==> src/rtl/cip_pkg.sv <==
package cip_pkg;
  localparam int PRIO_W = 4;
  localparam int DATA_W = 32;
  localparam int ADDR_W = 12;

  typedef logic [PRIO_W-1:0] prio_t;

  localparam logic [ADDR_W-1:0] OFS_TASKPRI = 12'h080;
  localparam logic [ADDR_W-1:0] OFS_WHOAMI  = 12'h090;
  localparam logic [ADDR_W-1:0] OFS_ACK     = 12'h0A0;
  localparam logic [ADDR_W-1:0] OFS_EOI     = 12'h0B0;

  // a outranks b when a exists and b is empty (-1) or strictly lower
  function automatic logic outranks(logic a_v, prio_t a_p, logic b_v, prio_t b_p);
    return a_v && (!b_v || (a_p > b_p));
  endfunction

  // an entry clears the task threshold only when strictly above it
  function automatic logic above_task(logic v, prio_t p, prio_t task_p);
    return v && (p > task_p);
  endfunction
endpackage

==> src/rtl/cip_pick.sv <==
module cip_pick
  import cip_pkg::*;
#(
  parameter int NSRC = 8
) (
  input  logic [NSRC-1:0]        member,
  input  logic [NSRC*PRIO_W-1:0] prio_flat,
  output logic                   hit,
  output logic [$clog2(NSRC)-1:0] id,
  output prio_t                  prio
);
  localparam int IDX_W = $clog2(NSRC);

  // ascending scan, replace only on strictly greater: lowest ID wins ties
  always_comb begin
    hit  = 1'b0;
    id   = '0;
    prio = '0;
    for (int i = 0; i < NSRC; i++) begin
      if (member[i] && (!hit || (prio_flat[i*PRIO_W +: PRIO_W] > prio))) begin
        hit  = 1'b1;
        id   = IDX_W'(i);
        prio = prio_flat[i*PRIO_W +: PRIO_W];
      end
    end
  end
endmodule

==> src/rtl/cip_set.sv <==
module cip_set #(
  parameter int NSRC = 8
) (
  input  logic            clk,
  input  logic            rst_n,
  input  logic [NSRC-1:0] adds,
  input  logic [NSRC-1:0] drops,
  output logic [NSRC-1:0] members
);
  // an add in the same cycle as a drop keeps the bit
  for (genvar i = 0; i < NSRC; i++) begin : g_bit
    logic bit_q;
    always_ff @(posedge clk) begin
      if (!rst_n) bit_q <= 1'b0;
      else        bit_q <= adds[i] | (bit_q & ~drops[i]);
    end
    assign members[i] = bit_q;
  end
endmodule

==> src/rtl/cpu_irq_presenter.sv <==
module cpu_irq_presenter
  import cip_pkg::*;
#(
  parameter int NSRC   = 8,
  parameter int VEC_W  = 8,
  parameter int CPU_ID = 3
) (
  input  logic                     clk,
  input  logic                     rst_n,
  input  logic [NSRC-1:0]          src_set,
  input  logic [NSRC-1:0]          src_clr,
  input  logic [NSRC-1:0]          src_level,
  input  logic [NSRC*PRIO_W-1:0]   src_prio,
  input  logic [NSRC*VEC_W-1:0]    src_vec,
  input  logic                     reg_en,
  input  logic                     reg_we,
  input  logic [ADDR_W-1:0]        reg_addr,
  input  logic [PRIO_W-1:0]        reg_wdata,
  output logic [DATA_W-1:0]        reg_rdata,
  output logic                     irq_out,
  output logic                     ack_valid,
  output logic [$clog2(NSRC)-1:0]  ack_id
);
  localparam int IDX_W = $clog2(NSRC);
  localparam logic [VEC_W-1:0] SPUR = {VEC_W{1'b1}};

  // named internal events
  logic              rd_ack, wr_eoi, wr_task;
  logic              r_hit, s_hit;
  logic [IDX_W-1:0]  r_id, s_id;
  prio_t             r_prio, s_prio;
  logic              ack_take, edge_drop, eoi_pop, present;
  logic [NSRC-1:0]   raised_q, insvc_q;
  logic [NSRC-1:0]   r_drops, s_adds, s_drops;
  prio_t             task_q;
  logic              irq_q;

  assign rd_ack  = reg_en && !reg_we && (reg_addr == OFS_ACK);
  assign wr_eoi  = reg_en &&  reg_we && (reg_addr == OFS_EOI);
  assign wr_task = reg_en &&  reg_we && (reg_addr == OFS_TASKPRI);

  cip_pick #(.NSRC(NSRC)) u_pick_raised (
    .member(raised_q), .prio_flat(src_prio),
    .hit(r_hit), .id(r_id), .prio(r_prio));

  cip_pick #(.NSRC(NSRC)) u_pick_insvc (
    .member(insvc_q), .prio_flat(src_prio),
    .hit(s_hit), .id(s_id), .prio(s_prio));

  assign ack_take  = rd_ack && above_task(r_hit, r_prio, task_q);
  assign edge_drop = rd_ack && r_hit && !src_level[r_id];
  assign eoi_pop   = wr_eoi && s_hit;
  assign present   = above_task(r_hit, r_prio, task_q) &&
                     outranks(r_hit, r_prio, s_hit, s_prio);

  assign r_drops = src_clr | (edge_drop ? (NSRC'(1) << r_id) : '0);
  assign s_adds  = ack_take ? (NSRC'(1) << r_id) : '0;
  assign s_drops = eoi_pop  ? (NSRC'(1) << s_id) : '0;

  cip_set #(.NSRC(NSRC)) u_raised (
    .clk(clk), .rst_n(rst_n), .adds(src_set), .drops(r_drops), .members(raised_q));

  cip_set #(.NSRC(NSRC)) u_insvc (
    .clk(clk), .rst_n(rst_n), .adds(s_adds), .drops(s_drops), .members(insvc_q));

  always_ff @(posedge clk) begin
    if (!rst_n) begin
      task_q <= '1;
      irq_q  <= 1'b0;
    end else begin
      if (wr_task) task_q <= reg_wdata;
      irq_q <= rd_ack ? 1'b0 : present;
    end
  end

  always_comb begin
    reg_rdata = '1;
    if (reg_en && !reg_we) begin
      case (reg_addr)
        OFS_TASKPRI: reg_rdata = DATA_W'(task_q);
        OFS_WHOAMI:  reg_rdata = DATA_W'(CPU_ID);
        OFS_ACK:     reg_rdata = ack_take ? DATA_W'(src_vec[r_id*VEC_W +: VEC_W])
                                          : DATA_W'(SPUR);
        OFS_EOI:     reg_rdata = '0;
        default:     reg_rdata = '1;
      endcase
    end
  end

  assign irq_out   = irq_q;
  assign ack_valid = rd_ack && r_hit;
  assign ack_id    = r_id;
endmodule

==> config.mk <==
export PLATFORM = sky130hd
export DESIGN_NAME = cpu_irq_presenter
export DESIGN_NICKNAME = d
export VERILOG_FILES = /design/src/rtl/cip_pkg.sv /design/src/rtl/cip_pick.sv /design/src/rtl/cip_set.sv /design/src/rtl/cpu_irq_presenter.sv
export SDC_FILE = /design/constraint.sdc
export NUM_CORES = 1
export LEC_CHECK = 0
export BUFFER_PORTS_ARGS = -buffer_cell sky130_fd_sc_hd__buf_2
export CAP_MARGIN = 5
export CORE_MARGIN = 5
export CORE_UTILIZATION = 35
export DETAILED_ROUTE_END_ITERATION = 12
export GPL_TIMING_DRIVEN = 0
export PLACE_DENSITY = 0.64
export SYNTH_ARGS = -nofsm -noshare
export SYNTH_HDL_FRONTEND = slang
export SYNTH_SLANG_ARGS = --single-unit
==> constraint.sdc <==
create_clock -name clk -period 22.7 [get_ports clk]
set_input_delay 4.54 -clock clk [delete_from_list [all_inputs] [get_ports clk]]
set_output_delay 4.54 -clock clk [all_outputs]
set_load 0.01 [all_outputs]
# --- After elaboration in Yosys (flattened, before gate mapping) ---
# Index checks and enable logic that the tools add are counted.
word_totals:
  ff_bits: 21
  inputBits: 140
  output_inout_bits: 37
  wordCells: 205
classes:
  magnitude_cmp: 17
  n_eq_ne: 4
  shifts: 3
  n_mux: 54
  bitwise_logic: 50
  reduce_logical: 59
op_table:
  columns: ["op", "n"]
  rows:
  - ["32-bit one-hot mux with 4 select lines", 1]
  - ["4-bit > comparator", 16]
  - ["4-bit two-way mux", 16]
  - ["64-bit by 7-bit variable part select with 8-bit output", 1]
  - ["12-bit by 8-bit == test with 1-bit output (second input constant)", 4]
  - ["32-bit two-way mux", 1]
  - ["8-bit two-way mux", 4]
  - ["1-bit logical AND", 26]
  - ["3-bit two-way mux", 8]
  - ["1-bit two-way mux", 19]
  - ["1-bit zero test", 17]
  - ["1-bit NOT", 17]
  - ["1-bit AND", 16]
  - ["1-bit bitwise OR", 16]
  - ["1-bit by 3-bit << shifter with 8-bit output (first input constant)", 2]
  - ["1-bit logical OR", 15]
  - ["2-bit two-way mux", 4]
  - ["8-bit bitwise OR", 1]
  - ["3-bit by 4-bit less-than comparator with 1-bit output (second input constant)", 1]
  - ["1-bit binary-select mux with 3-bit select", 1]
  - ["2-bit OR reduction", 1]

# --- Depth between registers and ports, before layout ---
# Gate-level depths: netlist of run 1.
logic_depth:
  ltp_word: 38
  ltp_mapped: 68
  ltp_nobuf: 64

# --- Modules after synthesis ---
# From an unflattened synthesis of run 1, not the netlist that was laid out.
hier_totals:
  hier_cells: 673
  hier_area_um2: 5357.6
by_module_without_submodules:
  columns: ["mod", "instances", "cells_per_inst", "area_per_inst_um2", "seq_area_each_um2"]
  rows:
  - ["cip_pick at u_pick_insvc", 1, 212, 1527.7, 0.0]
  - ["cip_pick at u_pick_raised", 1, 210, 1519.0, 0.0]
  - ["cpu_irq_presenter", 1, 185, 1515.2, 100.1]
  - ["cip_set", 2, 33, 397.9, 160.2]

# --- Least setup slack after synthesis of run 1 ---
# Ideal clock, no wire load.
synth_path:
  path_kind: "in2out"
  startpoint: "input src_prio[1]"
  endpoint: "output reg_rdata[2]"
  arrival_time_ps: 14778
  t_required_ps: 18160
  slack_ps: 3382
  cell_stages: 55
  n_path_buf: 3
  cell_sequence: "nand2_1 > ha_1 > nor2b_1 > o21bai_1 > a21oi_1 > o21bai_1 > inv_1 > ha_1 > nand2_1 > o21bai_1 > a31oi_1 > a311oi_1 > nor2_1 > inv_1 > ha_1 > nor2b_1 > o211ai_1 > a31oi_2 > (+19 left out) > and2_1 > clkbuf_1 > o21ai_0 > ha_1 > nand2b_1 > a21oi_1 > o311a_1 > clkbuf_1 > nor2_1 > a22o_1 > ha_1 > nor2b_1 > o211ai_1 > a21o_1 > nor3_1 > nand4_1 > a211oi_1 > a2111oi_0"
synth_via:
  elab_chain_cells: 35
  elab_cells_between_ends: 56
  classes_between: "order compare: 8; shift: 1; mux: 25; reduce/logical: 22"
synth_lines:
  columns: ["item", "line", "text"]
  rows:
  - ["from (decl)", "cpu_irq_presenter.sv:13", "input logic [NSRC*PRIO_W-1:0] src_prio,"]
  - ["4-bit two-way mux *", "cip_pick.sv:20", "if (member[i] && (!hit || (prio_flat[i*PRIO_W +: PRIO_W] > prio))) begin"]
  - ["parallel branches: the longest is 31 deep, another holds 4-bit > comparator", null, null]
  - ["8-bit two-way mux *", "cpu_irq_presenter.sv:82", "OFS_ACK: reg_rdata = ack_take ? DATA_W'(src_vec[r_id*VEC_W +: VEC_W])"]
  - ["32-bit one-hot mux with 4 select lines *", "cpu_irq_presenter.sv:79", "case (reg_addr)"]
  - ["32-bit two-way mux *", "cpu_irq_presenter.sv:78", "if (reg_en && !reg_we) begin"]
  - ["to (decl)", "cpu_irq_presenter.sv:19", "output logic [DATA_W-1:0] reg_rdata,"]
# Mark *: on every way between the ends.

# --- Worst setup path after layout of run 1 ---
layout_path:
  startpoint: "input src_prio[1]"
  endpoint: "output reg_rdata[3]"
# Same word-level chain as after synthesis.

==> impl_metrics.tcl, run 1 <==
set metrics [dict create \
    status "finished, final reports clean" \
    numCtsBuffers 3 \
    leakage_nw 2.69 \
    avgSynthCellArea_um2 7.38 \
    synthXorXnorAreaFrac 0 \
    period_needed_ns 21.48 \
    worstPathArrival_ns 16.94 \
    grt_usage 0.198 \
    synth.ff_latch_count 21 \
    yosys.area.top_type "ha_1" \
    synthAdderAreaFrac 0.171 \
    cts-root-buf "clkbuf_16" \
    cp_slowest_stage_delay_ns 0.50 \
    critPathKind "in -> out" \
    ant_nets 0 \
    hold_path.startpoint "u_insvc.g_bit[7].bit_q$_SDFF_PN0_" \
    min_path_cells 2 \
    synth_cells 636 \
    clk_pin_slew_ns 0.06 \
    period_share 0.946 \
    via_per_inst 5.46 \
    grt_pass1_wl_um 26000 \
    grt_max_degree 26 \
    grt_overflow_total 0 \
    fmaxAchievable_mhz 46.5 \
    antennaDiodeCount 0 \
    drt_drc_violations_left 0 \
    synth_compound_gate_area_share 0.364 \
    regToRegEndpoint "irq_out$_SDFF_PP0_" \
    worst_pin_slew_ns 1.05 \
    clockBufferDepth 2 \
    synth.distinct_cells 74 \
    syn_area_um2 4690 \
    cts_sinks 21 \
    grt_pass1_vias 5055 \
    io_pins 177 \
    utilization 0.447 \
    hp-class "reg -> reg" \
    dp_hpwl_um 14400 \
    final_cells 994 \
    layout_setup_ws_ns 1.22 \
    async_reset_ff_frac 0 \
    wl_per_cell_um 16.8 \
    relSlewSlack 0.294 \
    drive_above_1_share 0.312 \
    die_h_um 126 \
    first_iter_violations 290 \
    tns_ns 0 \
    cts_tree "built" \
    nets 1023 \
    ff2ff_setup_slack_ns 8.89 \
    dr.pass1.iters 5 \
    crit_top_cell "ha_1" \
    p_per_area_nw_per_um2 42.3 \
    place_congestion 0.913 \
    end_kind "output port" \
    synthMuxAreaShare 0.0597 \
    setup_viol 0 \
    fin_skew_ns 0.00699 \
    clkLatencyLatePin_ns 0.26 \
    slew_viol_final 0 \
    required_ns 18.16 \
    worstHoldEndpoint "u_insvc.g_bit[7].bit_q$_SDFF_PN0_" \
    worst_path_max_delay_cell "nor3_1" \
    port_buffers 175 \
    grt_antenna_before_repair 0 \
    coreArea_um2 13200 \
    die_x_um 126 \
    cts.htree.levels 1 \
    netlist.area_leader.share 0.171 \
    yosys.area_share.simple 0.216 \
    power.total_mw 0.250 \
    place_ws_ns 0.936 \
    ys_seq_area_frac 0.0896 \
    synth_edf_count 0 \
    final-hold-violation-count 0 \
    synth_nets 840 \
    initial_core_util 0.356 \
    placedCellCount 987 \
    nFillCells 1419 \
    via_count 5431 \
    synth_area_leaders "ha_1, dfxtp_1, nand2_1" \
    worstPathMaxFanout 10 \
    rsz0062_at_grt "no" \
    synth_top_family_by_area "compound AO/OA/AOI/OAI gates" \
    wl_um 16700 \
    ir_drop_v 0.0000273 \
    yosysWarnings 0 \
    maxCapViolations 0 \
    crit-reg2reg-launch "u_insvc.g_bit[0].bit_q$_SDFF_PN0_" \
    synth_ff_type "dfxtp_1" \
    dieArea_um2 15800 \
    fp-row-count 42 \
    ff2ff_path_depth 64 \
    area_growth_pct 25.8 \
    worstSetupStartpointType "input port" \
]
==> where the power goes <==
part / internal [mW] / switching (mW) / total (mW) / leakage (nW)
clock network: 0.0239 / 0.0149 / 0.0388 / 0.0371
registers: 0.0381 / 0.00204 / 0.0402 / 0.172
logic: 0.0713 / 0.0994 / 0.171 / 2.48
total: 0.133 / 0.116 / 0.250 / 2.69
==> sequential cells by signal, indices dropped and copies added (netlist names) <==
| signal | count |
|---|---|
| u_insvc.g_bit.bit_q | 8 |
| u_raised.g_bit.bit_q | 8 |
| task_q | 4 |
| irq_out | 1 |
==> logic make-up after synthesis <==
logic type	count (synthesis)
AOI/OAI and AO/OA	231
DFF	21
and+or+nand+nor	201
muxes	26
adders and majority gates	64
buffers and inverters	93
==> per-layer routing <==
metal	global-route usage	share of wire	wire length, um
met1	0.270	0.46	7710
met2	0.337	0.48	8030
met3	0.0254	0.045	752
met4	0.0366	0.013	225
met5	0	0	0
==> placed cells by master (no fill, tap or decap), types with 9 or more instances in the layout <==
master | Yosys | layout
a211oi_1 | 16 | 16
a21o_1 | 14 | 14
a21oi_1 | 36 | 36
a221oi_1 | 15 | 15
a31oi_1 | 12 | 11
and2_1 | 10 | 10
buf_2 | 4 | 179
buf_4 | 27 | 30
dfxtp_1 | 21 | 21
ha_1 | 64 | 64
inv_1 | 49 | 49
mux2_2 | 16 | 16
mux2i_1 | 10 | 10
nand2_1 | 67 | 67
nand2b_1 | 10 | 10
nand4_1 | 12 | 12
nor2_1 | 40 | 39
nor2b_1 | 20 | 20
nor3_1 | 9 | 9
o211ai_1 | 15 | 15
o21a_1 | 20 | 20
o21ai_0 | 26 | 26
==> critical path, delay by kind of cell <==
kind | cells | cell delay, ns
AO/OA/AOI/OAI | 27 | 5.83
adder cells (fa/ha/maj) | 8 | 2.38
buffers and inverters | 8 | 1.59
multiplexers | 1 | 0.36
AND/OR/NAND/NOR | 13 | 2.21
==> layout make-up <==
type / instances / area, um2 / area share
Buffer: 41 / 275 / 0.0466
Clock buffer: 3 / 75.1 / 0.0127
Clock inverter: 1 / 7.51 / 0.00127
Inverter: 52 / 195 / 0.0331
Multi-Input combinational cell: 522 / 3810 / 0.645
Sequential cell: 21 / 420 / 0.0712
Tap cell: 176 / 220 / 0.0373
Timing Repair Buffer: 178 / 898 / 0.152
==> repair_timing <==
item	4_1_cts	5_1_grt
setup buffers	0	3
setup endpoints to repair	0	7
hold endpoints to repair	0	0
gates resized for setup	0	2
hold buffers	0	0
==> through the flow <==
step / hold slack (ns) / cell area, um2
floorplan: 0.445 / 4690
global placement: 0.500 / 5790
detailed placement: 0.503 / 5790
CTS: 0.512 / 5870
global route: 0.545 / 5900
finish: 0.516 / 5900
==> cells in the mapped netlist (all sizes together), types with 5 or more instances <==
master  count
a311oi      5
o31ai       8
mux2       16
a21o       14
nand2b     10
nand2      67
o21bai      7
o21a       20
a21oi      36
or3         5
a21boi      7
nor2       42
o211ai     15
buf        33
mux2i      10
dfxtp      21
nor2b      20
a31oi      14
o21ai      32
nor4        5
inv        51
a211oi     17
nor3        9
clkbuf      8
ha         64
nand4      12
o311ai      5
and2       10
a221oi     17
nand3       8
==> how the worst max path moves through the flow <==
| stage | end | startpoint | slack [ns] |
|---|---|---|---|
| floorplan | reg_rdata[2] | src_prio[1] | 3.38 |
| global placement | reg_rdata[0] | src_prio[1] | 0.98 |
| detailed placement | reg_rdata[0] | src_prio[1] | 0.94 |
| CTS | reg_rdata[0] | src_prio[1] | 0.89 |
| global route | reg_rdata[3] | src_prio[1] | 0.28 |
| finish | reg_rdata[3] | src_prio[1] | 1.22 |
Power figures use the tool's default switching activity.
==> run 2, diff against run 1 <==
--- a/config.mk
+++ b/config.mk
@@ -11,6 +11,7 @@
 export CORE_UTILIZATION = 35
 export DETAILED_ROUTE_END_ITERATION = 12
 export GPL_TIMING_DRIVEN = 0
+export MAX_ROUTING_LAYER = met4
 export PLACE_DENSITY = 0.64
 export SYNTH_ARGS = -nofsm -noshare
 export SYNTH_HDL_FRONTEND = slang
==> impl_metrics.tcl, run 2 (synthesis results as in run 1) <==
set metrics [dict create \
    status "finished, final reports clean" \
    clockBufferDepth 2 \
    layout_setup_ws_ns 0.974 \
    worst_pin_slew_ns 1.07 \
    dp_hpwl_um 14400 \
    drt_drc_violations_left 0 \
    cts_sinks 21 \
    grt_pass1_wl_um 25900 \
    fmaxAchievable_mhz 46.0 \
    grt_max_degree 26 \
    clkLatencyLatePin_ns 0.26 \
    coreArea_um2 13200 \
    p_per_area_nw_per_um2 42.5 \
    via_per_inst 5.47 \
    worstPathMaxFanout 10 \
    final-hold-violation-count 0 \
    tns_ns 0 \
    io_pins 177 \
    required_ns 18.16 \
    end_kind "output port" \
    area_growth_pct 25.3 \
    wl_um 16600 \
    leakage_nw 2.68 \
    dr.pass1.iters 7 \
    setup_viol 0 \
    crit_top_cell "ha_1" \
    postCtsSetupBuffers 0 \
    post_cts_resize_count 0 \
    numCtsBuffers 3 \
    fp-row-count 42 \
    period_share 0.957 \
    die_x_um 126 \
    cts_tree "built" \
    critPathKind "in -> out" \
    antennaDiodeCount 0 \
    grt_overflow_total 0 \
    cp_top_family "compound AO/OA/AOI/OAI gates" \
    ctsHoldBuffers 0 \
    hp-class "reg -> reg" \
    fin_skew_ns 0.00526 \
    utilization 0.446 \
    slew_viol_final 0 \
    final_common_cell "buf_2" \
    initial_core_util 0.356 \
    final_cell_mix "buf_2, nand2_1, ha_1" \
    maxCapViolations 0 \
    period_needed_ns 21.73 \
    ir_drop_v 0.0000273 \
    largestRegisters "u_insvc.g_bit.bit_q x8, u_raised.g_bit.bit_q x8, task_q x4" \
    cts.htree.levels 1 \
    worst_path_max_delay_cell "nor3_1" \
    die_h_um 126 \
    clk_pin_slew_ns 0.06 \
    port_buffers 175 \
    min_path_cells 2 \
    grt_usage 0.203 \
    dieArea_um2 15800 \
    worstSetupStartpointType "input port" \
    first_iter_violations 303 \
    cts-root-buf "clkbuf_16" \
    place_congestion 0.929 \
    grt_pass1_vias 5068 \
    ff2ff_path_depth 65 \
    via_count 5420 \
    cp_slowest_stage_delay_ns 0.51 \
    nets 1020 \
    ant_nets 0 \
    place_ws_ns 0.936 \
    wl_per_cell_um 16.8 \
    grt_antenna_before_repair 0 \
    drive_above_1_share 0.309 \
    path_buf_inv 8 \
    relSlewSlack 0.278 \
    cp_num_cells 56 \
    worstPathArrival_ns 17.19 \
]
run 2: final cells by class:
class                      instances  area (um2)
multi-input combinational        522        3810
fill                            1420        7310
timing repair buffer             175         876
tap                              176         220
sequential                        21         420
clock buffer                       3        75.1
inverter                          52         195
buffer                            41         275
clock inverter                     1        7.51
run 2: worst paths after layout:
path                                          start                                 to  slack, ns
hold / removal    u_insvc.g_bit[6].bit_q$_SDFF_PN0_  u_insvc.g_bit[6].bit_q$_SDFF_PN0_       0.51
setup reg to reg  u_insvc.g_bit[0].bit_q$_SDFF_PN0_                 irq_out$_SDFF_PP0_       8.96
setup / recovery                        src_prio[1]                       reg_rdata[0]       0.97
hold reg to reg   u_insvc.g_bit[6].bit_q$_SDFF_PN0_  u_insvc.g_bit[6].bit_q$_SDFF_PN0_       0.51
run 2: metal layers:
metal / vias to the layer above / global-route usage / part of all wire
li1: 2757 / - / -
met1: 2495 / 0.271 / 0.46
met2: 151 / 0.337 / 0.48
met3: 17 / 0.0216 / 0.042
met4: 0 / 0.0366 / 0.013
met5: - / - / 0
run 2: power by group:
part | switching (mW) | leakage (nW) | internal (mW) | total (mW)
logic | 0.0996 | 2.47 | 0.0713 | 0.171
clock network | 0.0148 | 0.0371 | 0.0239 | 0.0387
registers | 0.00204 | 0.172 | 0.0382 | 0.0402
run 2: stage by stage:
| step | area [um2] | total power [mW] | hold slack, ns | std cells |
|---|---|---|---|---|
| after global placement | 5790 | 0.209 | 0.500 | 987 |
| after CTS | 5870 | 0.250 | 0.512 | 991 |
| final | 5880 | 0.250 | 0.515 | 991 |
| after floorplan | 4690 | 0.160 | 0.445 | 636 |
| after detailed placement | 5790 | 0.210 | 0.503 | 987 |
| after global routing | 5880 | 0.271 | 0.546 | 991 |
run 2: worst register-to-register path, delay by kind of cell, from the launching register on:
kind	cells	cell delay, ns
AO/OA/AOI/OAI	32	6.86
adder cells (fa/ha/maj)	8	2.19
buffers and inverters	7	1.77
flip-flops	1	0.30
multiplexers	1	0.38
AND/OR/NAND/NOR	17	2.14
